==> src/rtl/bha_pkg.sv <==
package bha_pkg;

  typedef enum logic [2:0] {
    ST_OWN  = 3'd0,
    ST_ACK  = 3'd1,
    ST_FLT  = 3'd2,
    ST_HELD = 3'd3,
    ST_BACK = 3'd4
  } arb_state_t;

  localparam logic [1:0] CK_INT = 2'd0;
  localparam logic [1:0] CK_X16 = 2'd1;
  localparam logic [1:0] CK_X8  = 2'd2;

  function automatic logic kind_is_ext(input logic [1:0] k);
    return k != CK_INT;
  endfunction

  function automatic logic state_in_hold(input arb_state_t s);
    return (s == ST_ACK) || (s == ST_FLT) || (s == ST_HELD);
  endfunction

endpackage

==> src/rtl/bha_sync.sv <==
module bha_sync #(
  parameter int STAGES = 1
) (
  input  logic clk,
  input  logic rst,
  input  logic d,
  output logic q
);

  logic [STAGES:0] tap;
  assign tap[0] = d;

  for (genvar i = 0; i < STAGES; i++) begin : g_stage
    always_ff @(posedge clk) begin
      if (rst) tap[i+1] <= 1'b0;
      else     tap[i+1] <= tap[i];
    end
  end

  assign q = tap[STAGES];

endmodule

==> src/rtl/bha_tracker.sv <==
module bha_tracker
  import bha_pkg::*;
#(
  parameter int LEN_INT = 1,
  parameter int LEN_X16 = 2,
  parameter int LEN_X8  = 4
) (
  input  logic       clk,
  input  logic       rst,
  input  logic       start,
  input  logic [1:0] kind,
  output logic       busy
);

  localparam int LEN_A   = (LEN_INT > LEN_X16) ? LEN_INT : LEN_X16;
  localparam int LEN_MAX = (LEN_A > LEN_X8) ? LEN_A : LEN_X8;
  localparam int CNT_W   = $clog2(LEN_MAX + 1);

  logic [CNT_W-1:0] remain;
  logic [CNT_W-1:0] len_sel;

  always_comb begin
    case (kind)
      CK_INT:  len_sel = CNT_W'(LEN_INT);
      CK_X16:  len_sel = CNT_W'(LEN_X16);
      default: len_sel = CNT_W'(LEN_X8);
    endcase
  end

  always_ff @(posedge clk) begin
    if (rst)                remain <= '0;
    else if (start)         remain <= len_sel;
    else if (remain != '0)  remain <= remain - CNT_W'(1);
  end

  assign busy = remain != '0;

  AST_START_IDLE: assert property (@(posedge clk) disable iff (rst)
    start |-> !busy);

  AST_CNT_BOUND: assert property (@(posedge clk) disable iff (rst)
    remain <= CNT_W'(LEN_MAX));

endmodule

==> src/rtl/bha_fsm.sv <==
module bha_fsm
  import bha_pkg::*;
(
  input  logic       clk,
  input  logic       rst,
  input  logic       req_eff,
  input  logic       busy,
  input  logic       cyc_req,
  input  logic [1:0] cyc_kind,
  output logic       cyc_go,
  output logic       hold_ack,
  output logic       bus_req,
  output logic       ad_oe,
  output logic       ctl_oe
);

  arb_state_t state, nxt;

  always_comb begin
    nxt = state;
    case (state)
      ST_OWN:  if (req_eff && !busy) nxt = ST_ACK;
      ST_ACK:  nxt = req_eff ? ST_FLT  : ST_BACK;
      ST_FLT:  nxt = req_eff ? ST_HELD : ST_BACK;
      ST_HELD: if (!req_eff) nxt = ST_BACK;
      default: nxt = ST_OWN;
    endcase
  end

  always_comb begin
    case (state)
      ST_OWN:                 cyc_go = cyc_req && !busy && !req_eff;
      ST_ACK, ST_FLT, ST_HELD: cyc_go = cyc_req && !busy && !kind_is_ext(cyc_kind);
      default:                cyc_go = 1'b0;
    endcase
  end

  always_ff @(posedge clk) begin
    if (rst) begin
      state    <= ST_OWN;
      hold_ack <= 1'b0;
      bus_req  <= 1'b0;
      ad_oe    <= 1'b1;
      ctl_oe   <= 1'b1;
    end else begin
      state    <= nxt;
      hold_ack <= state_in_hold(nxt);
      bus_req  <= state_in_hold(nxt) && cyc_req && kind_is_ext(cyc_kind);
      ad_oe    <= !((nxt == ST_FLT) || (nxt == ST_HELD));
      ctl_oe   <= nxt != ST_HELD;
    end
  end

  AST_GRANT_IDLE: assert property (@(posedge clk) disable iff (rst)
    $rose(hold_ack) |-> $past(!busy && req_eff));

  AST_FLOAT_ORDER: assert property (@(posedge clk) disable iff (rst)
    !ctl_oe |-> !ad_oe);

  AST_AD_AFTER_ACK: assert property (@(posedge clk) disable iff (rst)
    $fell(ad_oe) |-> $past(hold_ack));

  AST_BACK_NO_GO: assert property (@(posedge clk) disable iff (rst)
    ($fell(hold_ack) && !$past(rst)) |-> (!cyc_go && ad_oe && ctl_oe));

  AST_BREQ_IN_HOLD: assert property (@(posedge clk) disable iff (rst)
    bus_req |-> hold_ack);

  AST_NO_EXT_GO_HELD: assert property (@(posedge clk) disable iff (rst)
    (cyc_go && kind_is_ext(cyc_kind)) |-> (!hold_ack && ad_oe && ctl_oe));

endmodule

==> src/rtl/bus_hold_arbiter.sv <==
module bus_hold_arbiter
  import bha_pkg::*;
#(
  parameter int SYNC_STAGES = 1,
  parameter int LEN_INT     = 1,
  parameter int LEN_X16     = 2,
  parameter int LEN_X8      = 4
) (
  input  logic       clk,
  input  logic       rst,
  input  logic       hold_en,
  input  logic       hold_req,
  input  logic       cyc_req,
  input  logic [1:0] cyc_kind,
  output logic       cyc_go,
  output logic       hold_ack,
  output logic       bus_req,
  output logic       ad_oe,
  output logic       ctl_oe
);

  logic req_s;
  logic req_eff;
  logic busy;

  bha_sync #(.STAGES(SYNC_STAGES)) i_sync (
    .clk (clk),
    .rst (rst),
    .d   (hold_req),
    .q   (req_s)
  );

  assign req_eff = hold_en && req_s;

  bha_tracker #(
    .LEN_INT (LEN_INT),
    .LEN_X16 (LEN_X16),
    .LEN_X8  (LEN_X8)
  ) i_tracker (
    .clk   (clk),
    .rst   (rst),
    .start (cyc_go),
    .kind  (cyc_kind),
    .busy  (busy)
  );

  bha_fsm i_fsm (
    .clk      (clk),
    .rst      (rst),
    .req_eff  (req_eff),
    .busy     (busy),
    .cyc_req  (cyc_req),
    .cyc_kind (cyc_kind),
    .cyc_go   (cyc_go),
    .hold_ack (hold_ack),
    .bus_req  (bus_req),
    .ad_oe    (ad_oe),
    .ctl_oe   (ctl_oe)
  );

  AST_EN_OFF_QUIET: assert property (@(posedge clk) disable iff (rst)
    $past(!hold_en) |-> (!hold_ack && !bus_req));

  AST_EN_OFF_DRIVEN: assert property (@(posedge clk) disable iff (rst)
    $past(!hold_en) |-> (ad_oe && ctl_oe));

endmodule

==> config.mk <==
export PLATFORM = sky130hd
export DESIGN_NAME = bus_hold_arbiter
export DESIGN_NICKNAME = d
export VERILOG_FILES = /design/src/rtl/bha_pkg.sv /design/src/rtl/bha_sync.sv /design/src/rtl/bha_tracker.sv /design/src/rtl/bha_fsm.sv /design/src/rtl/bus_hold_arbiter.sv
export SDC_FILE = /design/constraint.sdc
export NUM_CORES = 1
export LEC_CHECK = 0
export BUFFER_PORTS_ARGS = -buffer_cell sky130_fd_sc_hd__buf_2
export CAP_MARGIN = 30
export CORE_AREA = 2 2 39 41
export CTS_BUF_LIST = sky130_fd_sc_hd__clkbuf_8 sky130_fd_sc_hd__clkbuf_16
export CTS_CLUSTER_SIZE = 12
export DETAILED_ROUTE_END_ITERATION = 8
export DIE_AREA = 0 0 41 43
export GPL_TIMING_DRIVEN = 0
export SLEW_MARGIN = 20
export SYNTH_ARGS = -nofsm -noshare
export SYNTH_HDL_FRONTEND = slang
export SYNTH_SLANG_ARGS = --single-unit
export TNS_END_PERCENT = 100
==> constraint.sdc <==
create_clock -name clk -period 1.9 [get_ports clk]
set_input_delay 0.19 -clock clk [delete_from_list [all_inputs] [get_ports clk]]
set_output_delay 0.19 -clock clk [all_outputs]
set_load 0.02 [all_outputs]
### Yosys cells after proc, flatten, opt, wreduce, memory -nomap -nowiden

Index checks and enable logic that the tools add are counted.

* register bits: 11
* bits of input ports: 7
* output and inout port bits: 5
* word-level logic and storage cells: 45

* add/subtract/negate cells: 1
* eq/ne operators: 8
* muxes and demuxes: 9
* reductions and logical operators: 20

Operators by type and width (count)
* $mux 3: 6
* $eq 3x2->1 const B: 4
* $pmux 3 s4: 1
* $logic_and 1x1->1: 7
* $eq 3x1->1 const B: 2
* $pmux 3 s2: 1
* $logic_not 1->1: 4
* $reduce_bool 2->1: 2
* $logic_not 3->1: 1
* $logic_or 1x1->1: 3
* $ne 3x2->1 const B: 1
* $reduce_bool 3->1: 1
* $reduce_or 3->1: 1
* $sub 3x1->3 const B: 1
* $eq 2x1->1 const B: 1
* $logic_not 2->1: 1
* $pmux 1 s2: 1

### Logic depth before layout (Yosys ltp)

Gate-level depths: netlist (run 1).

* depth in word-level cells: 10
* mapped depth: 6

### Hierarchy

From an unflattened synthesis (run 1), not the netlist that was laid out.

* cells, all modules: 50
* area, all modules: 484.2 um2

Modules (own cells, without submodules)
* bha_fsm: instances 1, cells each 25, area each 246.5 um2, sequential area each 140.1 um2
* bha_tracker: instances 1, cells each 22, area each 197.7 um2, sequential area each 60.1 um2
* bha_sync: instances 1, cells each 2, area each 33.8 um2, sequential area each 20.0 um2
* bus_hold_arbiter: instances 1, cells each 1, area each 6.3 um2, sequential area each 0.0 um2

### Worst setup path after synthesis (run 1)

Ideal clock, no wire load.

* kind: register to register
* from: reg i_tracker.remain[0]
* to: reg i_tracker.remain[1]
* library setup time: 0.121 ns
* arrival time: 1.306 ns
* slack: 0.473 ns
* stages on the path, launching flop included: 6
* buffers on the path: 0
* period minus slack after synthesis: 1.427 ns
* cell sequence: dfxtp_1 -> inv_1 -> ha_1 -> and4bb_4 -> o21a_2 -> mux2_4

* cells in the longest elaborated chain, start to end: 6

Ends and longest elaborated chain
* start, declared: line bha_tracker.sv:19 `logic [CNT_W-1:0] remain;`
* start signal, assigned: line bha_tracker.sv:32 `else if (start) remain <= len_sel;`
* start signal, assigned: line bha_tracker.sv:33 `else if (remain != '0) remain <= remain - CNT_W'(1);`
* $reduce_bool 3->1 *: line bha_tracker.sv:36 `assign busy = remain != '0;`
* $logic_not 1->1 *: line bha_fsm.sv:32, bha_fsm.sv:33
* $logic_and 1x1->1 *: line bha_fsm.sv:32, bha_fsm.sv:33
* $logic_and 1x1->1 (on tied branches): line bha_fsm.sv:33, bha_fsm.sv:32
* $pmux 1 s2 *: line bha_fsm.sv:31 `case (state)`
* named net cyc_go: line bus_hold_arbiter.sv:15 `output logic cyc_go,`
* $mux 3 / $reduce_bool 2->1 (equally long branches)

Mark *: on every way through the listed nets, which the timed path passes. The rest lies on a longest branch. The select of a mux whose other input is x is not followed.
A chain may end at the register's enable or synchronous reset.

### Worst setup path after layout (run 1)

* from: reg i_tracker.remain[0]
* to: out cyc_go

* cells in the longest elaborated chain, start to end: 5

Ends and longest elaborated chain (line)
* $reduce_bool 3->1 *: bha_tracker.sv:36
* $logic_not 1->1 *: bha_fsm.sv:32, bha_fsm.sv:33
* $logic_and 1x1->1 *: bha_fsm.sv:32, bha_fsm.sv:33
* $logic_and 1x1->1 (on tied branches): bha_fsm.sv:33, bha_fsm.sv:32
* $pmux 1 s2 *: bha_fsm.sv:31
* end, declared: bus_hold_arbiter.sv:15

Mark *: on every way between the ends. The rest lies on a longest branch, timed or not.

==> results of run 1 <==
worst paths after layout:
check	to	slack (ns)
worst max-delay path	cyc_go	0.31
worst min register to register	i_fsm.ctl_oe	0.47
worst min-delay path	i_sync.q	0.17
worst max register to register	i_tracker.remain[1]	0.47
metal layers:
layer | GRT usage [%] | up-vias | share of wire [%]
li1 | - | 189 | -
met1 | 16.67 | 165 | 46
met2 | 15.63 | 11 | 48
met3 | 4.712 | 0 | 5.9
met4 | 6.000 | 0 | 0
met5 | 0 | - | 0
stage by stage:
stage | std cells | hold slack (ns)
after floorplan | 46 | 0.2591
after global placement | 73 | 0.4012
after detailed placement | 73 | 0.4119
after CTS | 77 | 0.1706
after global routing | 77 | 0.1876
final | 77 | 0.1657
area by class of cell:
type,instances,area share (%)
clock inverter,1,0.6250
timing repair buffer,11,9.167
clock buffer,3,6.875
tap,16,3.333
inverter,3,1.875
sequential,11,36.67
multi-input combinational,32,41.46
synthesized netlist by cell type:
library cell | count | area [um2]
dfxtp_1 | 11 | 220.2
nor2_1 | 7 | 26.28
inv_1 | 3 | 11.26
a211oi_2 | 2 | 25.02
ha_1 | 2 | 25.02
nand2_1 | 2 | 7.510
a211oi_1 | 1 | 7.510
a21oi_1 | 1 | 5.000
a21oi_2 | 1 | 8.760
and3_1 | 1 | 6.260
and3_4 | 1 | 11.26
and4bb_4 | 1 | 16.27
mux2_4 | 1 | 15.01
mux2i_1 | 1 | 10.01
nand2b_1 | 1 | 6.260
nand3_1 | 1 | 5.000
nor2_4 | 1 | 11.26
nor2b_1 | 1 | 6.260
nor3_1 | 1 | 5.000
nor3b_1 | 1 | 7.510
nor4b_1 | 1 | 8.760
o21a_2 | 1 | 8.760
o31a_1 | 1 | 8.760
or2_1 | 1 | 6.260
or3_4 | 1 | 11.26
power groups by stage:
stage / sequential, mW / combinational (mW) / clock [mW]
CTS: 0.292 / 0.302 / 0.230
global route: 0.297 / 0.339 / 0.244
global placement: 0.296 / 0.290 / 0
detailed placement: 0.296 / 0.301 / 0
finish: 0.291 / 0.297 / 0.227
floorplan: 0.295 / 0.238 / 0
flip-flops by register name (all words and copies together) (netlist names):
signal and count:
i_fsm.ctl_oe 1, i_fsm.state 3, i_sync.q 1, i_fsm.bus_req 1
i_fsm.hold_ack 1, i_fsm.ad_oe 1, i_tracker.remain 3
kinds of logic (layout without fill, tap and decap cells):
logic type / Yosys count / count (layout) / synth area share [%]
flip-flops: 11 / 11 / 45.83
buffers and inverters: 3 / 18 / 2.344
multiplexers: 2 / 2 / 5.208
adder cells (fa/ha/maj): 2 / 2 / 5.208
AND/OR/NAND/NOR: 21 / 21 / 28.13
AO/OA/AOI/OAI: 7 / 7 / 13.28
worst max-delay path, stage by stage (launching register included):
cell,delay [ns]
dfxtp_1,0.32
inv_1,0.08
ha_1,0.19
and4bb_4,0.25
o21a_2,0.17
buf_2,0.17
==> key figures, run 1 <==
Run status
  – Outcome: complete, no violations

CTS
  – Clock Latency Late Sink: 0.23 ns
  – CTS Buf Count: 3
  – CTS H-Tree Depth: 1
  – Post-CTS Setup Inserts: 0
  – Num Clock Sinks: 11
  – CTS max path bufs: 2
  – Hold_buf cts: 0
  – Worst-path clk slew: 0.05 ns
  – CTS tree: built
  – Post-CTS sizing: 0
  – Root Driver: clkbuf_8

Placed design
  – GPL Wtd Cong: 0.7329
  – Hpwl dp: 615.2 um
  – IO Port Bufs: 11
  – Place WS: 0.4856 ns
  – DP Area: 555.5 um2

Detailed routing
  – Drt first pass iters: 4
  – Initial drt markers: 11
  – Detail-routed net length per standard cell: 10.19 um
  – Total number of vias: 365
  – DR DRC count: 0
  – Vias per std cell: 4.740
  – Final Routed Wirelength: 785 um
  – ANT nets after route: 0

Worst setup path
  – CP Data Required Time: 1.71 ns
  – Crit path DAT: 1.40 ns
  – Reg2reg path depth: 6
  – Critical Path Source Type: register
  – R2r startpoint: i_tracker.remain[0]
  – Critical path origin: i_tracker.remain[0]
  – Nature of the critical path endpoint: output pin
  – Crit Path Class: register to output pin
  – Max FO, Critical Path: 3

Timing
  – Clock skew: 0.002311 ns
  – Crit share post-route: 83.92%
  – Fmax: 0.6271 GHz
  – Max_slew headroom: 80.59%
  – RSZ-0062 raised after global routing: false
  – Pins over their slew limit: 0
  – Worst-Margin Slew: 0.2912 ns
  – Total negative setup slack: 0 ns
  – Final setup fails: 0
  – Crit path time final: 1.595 ns
  – Setup WS post-layout: 0.3055 ns
  – Final Hold Viols: 0

Power
  – Combinational Power Share: 36.4%
  – Switch share: 32.13%
  – P_leak: 0.2551 nW
  – Clock share of power: 27.9%
  – Seq pwr share: 35.7%
  – P_int: 0.5529 mW
  – PwrDens: 1356 mW/mm2
  – Switching pwr: 0.2618 mW
  – Power Total: 0.8146 mW
  – VDD IR max: 0.5008 mV

Finish
  – N_diodes: 0
  – Filler Cell Count: 153
  – Syn-to-layout area delta: 25.00%
  – Nets: 71
  – Area of the multi-input gates: 249.0 um2
  – Layout Utilization: 43.40%
  – Most frequent cells in the layout: dfxtp_1, buf_2, nor2_1
  – Finished layout cell area: 600.6 um2
  – Reg area: 220.2 um2
  – Share of layout cells above drive strength 1: 37.70%

Global route
  – GRT overflow: 0
  – Vias in the first global route: 350
  – Global-route wire length before repair: 1428 um
  – Initial antenna violation count: 0
  – Largest net degree at the start of global routing: 9
  – GRT Util Overall: 12.01%

Floorplanning
  – Die area: 0.001763 mm2
  – Starting Density: 34.72%
  – Num ports: 12
  – Die height: 43 um
  – Core Region: 0.001384 mm2
  – # rows: 14
  – DIE WIDTH: 41 um

Logic synthesis
  – Mapped Cells: 46
  – Post-Syn Nets: 55
  – Syn avg cell area: 10.44 um2
  – Yosys reg bits: 11
  – Synthesized area: 480.5 um2
  – Synth warn: 0
  – Synth unique cells: 25
  – Register area share after synthesis: 45.83%

Min path
  – Worst Hold Launch: hold_req
  – Hold/Removal Path Class: primary input to register
  – Worst Hold Path Cells: 2

Run
  – Max-cap violations: 0
Note: power is estimated with default switching activity, not from simulation.
==> run 2, diff against run 1 <==
--- a/config.mk
+++ b/config.mk
@@ -5,6 +5,7 @@
 export SDC_FILE = /design/constraint.sdc
 export NUM_CORES = 1
 export LEC_CHECK = 0
+export ABC_AREA = 1
 export BUFFER_PORTS_ARGS = -buffer_cell sky130_fd_sc_hd__buf_2
 export CAP_MARGIN = 30
 export CORE_AREA = 2 2 39 41
==> constraint.sdc (replaced) <==
create_clock -name clk -period 1.7 [get_ports clk]
set_input_delay 0.17 -clock clk [delete_from_list [all_inputs] [get_ports clk]]
set_output_delay 0.17 -clock clk [all_outputs]
set_load 0.02 [all_outputs]
==> key figures, run 2 <==
Min path
  – Worst Hold Path Cells: 3 (+1)
  – Hold/Removal Path Class: primary input to register
  – Worst Hold Launch: hold_req
  – Hold Path End: i_sync.q

Detailed routing
  – Total number of vias: 433 (+19%)
  – Final Routed Wirelength: 801 um (+2.0%)
  – Detail-routed net length per standard cell: 8.258 um (-19%)
  – Vias per std cell: 4.464 (-5.8%)
  – DR DRC count: 0 (unchanged)
  – ANT nets after route: 0 (unchanged)
  – Initial drt markers: 1 (-10)
  – Drt first pass iters: 2 (-2)

Global route
  – GRT Util Overall: 11.47% (-0.54 points)
  – GRT overflow: 0 (unchanged)
  – Global-route wire length before repair: 1345 um (-5.8%)
  – Largest net degree at the start of global routing: 7 (-2)
  – Initial antenna violation count: 0 (unchanged)
  – Vias in the first global route: 378 (+8.0%)

Logic synthesis
  – Synth unique cells: 22 (-12%)
  – Yosys top cell area share: 42.82% (-3.0 points)
  – Ys async rst share: 0% (unchanged)
  – Ranking of synthesized cells by area: dfxtp_1, nand2_1, inv_2
  – Yosys reg bits: 11 (unchanged)
  – Synthesized area: 514.2 um2 (+7.0%)
  – Cell taking the most area after synthesis: dfxtp_1
  – Count leader, synth: nand2_1
  – Post-synth EDFFs: 0 (unchanged)
  – Post-Syn Nets: 75 (+36%)
  – Main synth FF type: dfxtp_1
  – Mapped Cells: 66 (+43%)
  – Synth warn: 0 (unchanged)
  – Syn avg cell area: 7.792 um2 (-25%)
  – Synth cell count leaders: nand2_1, dfxtp_1, inv_2, nor2_1, inv_1
  – Register area share after synthesis: 42.82% (-3.0 points)

Finish
  – Biggest regs: i_fsm.state: 3 flops, i_tracker.remain: 3 flops
  – Share of layout cells above drive strength 1: 34.57% (-3.1 points)
  – Syn-to-layout area delta: 23.36%
  – Most frequent cells in the layout: nand2_1, dfxtp_1, buf_2
  – Fin cells: 97 (+26%)
  – N_diodes: 0 (unchanged)
  – Nets: 91 (+28%)
  – Layout Utilization: 45.84% (+2.4 points)
  – Filler Cell Count: 153 (unchanged)
  – Most common cell after layout, fill and taps aside: nand2_1

CTS
  – CTS tree: built
  – CTS Buf Count: 3 (unchanged)
  – Post-CTS sizing: 0 (unchanged)
  – Post-CTS Setup Inserts: 0 (unchanged)
  – CTS H-Tree Depth: 1 (unchanged)
  – Clock Latency Late Sink: 0.23 ns (about the same)
  – Hold_buf cts: 0 (unchanged)
  – Num Clock Sinks: 11 (unchanged)
  – Worst-path clk slew: 0.05 ns (about the same)
  – CTS max path bufs: 2 (unchanged)
  – Root Driver: clkbuf_8

Run status
  – Outcome: complete, no violations

Worst setup path
  – Max FO, Critical Path: 6 (+3)
  – Nature of the critical path endpoint: output pin
  – CP Data Required Time: 1.53 ns (-0.18 ns)
  – CP Buf/Inv Count: 3 (+1)
  – R2r startpoint: i_tracker.remain[0]
  – Slowest stage delay, CP: 0.30 ns (-0.02 ns)
  – Crit path DAT: 1.40 ns (about the same)
  – Crit Path Class: register to output pin
  – Critical Path Source Type: register
  – Worst r2r dst: i_tracker.remain[1]
  – Crit path max-delay family: simple AND/OR/NAND/NOR gates
  – R2R Setup Slk: 0.44 ns (-0.03 ns)
  – Slowest-stage cell, CP: dfxtp_1
  – Reg2reg path depth: 8 (+2)
  – Critical-path cell list: inv_1 -> ha_1 -> nand2_4 -> nor2_4 -> nand3_4 -> inv_2 -> buf_2

Timing
  – Clock skew: 0.0009939 ns (-0.001317 ns)
  – Worst-Margin Slew: 0.1721 ns (-0.1191 ns)
  – Final setup fails: 0 (unchanged)
  – RSZ-0062 raised after global routing: false
  – Fmax: 0.6389 GHz
  – Pins over their slew limit: 0 (unchanged)
  – Total negative setup slack: 0 ns (unchanged)
  – Final Hold Viols: 0 (unchanged)
  – Max_slew headroom: 88.48% (+7.9 points)
  – Crit path time final: 1.565 ns
  – Crit share post-route: 92.07%

Floorplanning
  – # rows: 14 (unchanged)
  – Starting Density: 37.16% (+2.4 points)
  – Core Region: 0.001384 mm2 (unchanged)
  – Die height: 43 um (unchanged)
  – Die area: 0.001763 mm2 (unchanged)
  – Num ports: 12 (unchanged)
  – DIE WIDTH: 41 um (unchanged)

Run
  – Max-cap violations: 0 (unchanged)

Power
  – PwrDens: 1505 mW/mm2 (+11%)
  – VDD IR max: 0.6781 mV (+35%)
  – P_leak: 0.3085 nW (+21%)

Placed design
  – GPL Wtd Cong: 0.7184 (-2.0%)
  – Inst Count DP: 93 (+27%)
  – Hpwl dp: 671 um (+9.1%)
  – IO Port Bufs: 11 (unchanged)
[run 2: cell types whose count changed in the layout (fill, tap and decap cells not counted), sizes merged, moves of 2 or more]
cell	delta
inv	+11
a21oi	+2
a211oi	-3
nand2	+12
nand3	+5
[run 2: tightest hold or removal path, cell delays in order]
cell and delay (ns):
buf_2 0.07, inv_1 0.03, nor2_1 0.06
[run 2: stage by stage]
stage               hold slack (ns)  worst slack, ns  area [um2]  power [mW]
CTS                          0.1342           0.1174       634.4      0.9716
detailed placement           0.3781           0.3709       589.3      0.7181
global route                 0.1436          0.05439       634.4       1.031
finish                       0.1376           0.1349       634.4      0.9548
floorplan                    0.2324           0.5227       514.2      0.6521
global placement             0.3705           0.3827       589.3      0.7172
[run 2: worst max-delay path by stage]
stage	from	end	slack, ns	depth (start not counted)
after floorplan	i_tracker.remain[0]	i_tracker.remain[2]	0.52	8
after global placement	i_tracker.remain[0]	cyc_go	0.38	7
after detailed placement	i_tracker.remain[0]	cyc_go	0.37	7
after CTS	i_tracker.remain[0]	cyc_go	0.12	7
after global routing	i_tracker.remain[0]	cyc_go	0.05	7
final	i_tracker.remain[0]	cyc_go	0.13	7
[run 2: report_power, final]
part	internal [mW]	switching [mW]	total [mW]
clock network	0.158	0.0885	0.246
registers	0.297	0.0213	0.318
logic	0.157	0.233	0.390
[run 2: cell families (layout without fill, tap and decap cells)]
family | Yosys count | after routing | synth area share (%)
compound gates | 7 | 7 | 8.272
fa+ha+maj | 2 | 2 | 4.865
flops | 11 | 11 | 42.82
buf+inv | 14 | 29 | 10.71
simple gates | 32 | 32 | 33.34
[run 2: per-layer routing]
metal / global-route usage [%] / wire (um) / vias up
li1: - / - / 235
met1: 13.27 / 372 / 188
met2: 16.25 / 378 / 8
met3: 3.141 / 38 / 2
met4: 10.00 / 11 / 0
met5: 0 / 0 / -
[run 2: final cells by class]
type	count	area [um2]	area share, %
multi-input cells	41	239.0	37.67
flip-flops and latches	11	220.2	34.71
repair buffers	11	55.05	8.679
inverters	14	55.05	8.679
clock buffers	3	41.29	6.509
well taps	16	20.02	3.156
clock inverters	1	3.754	0.5917
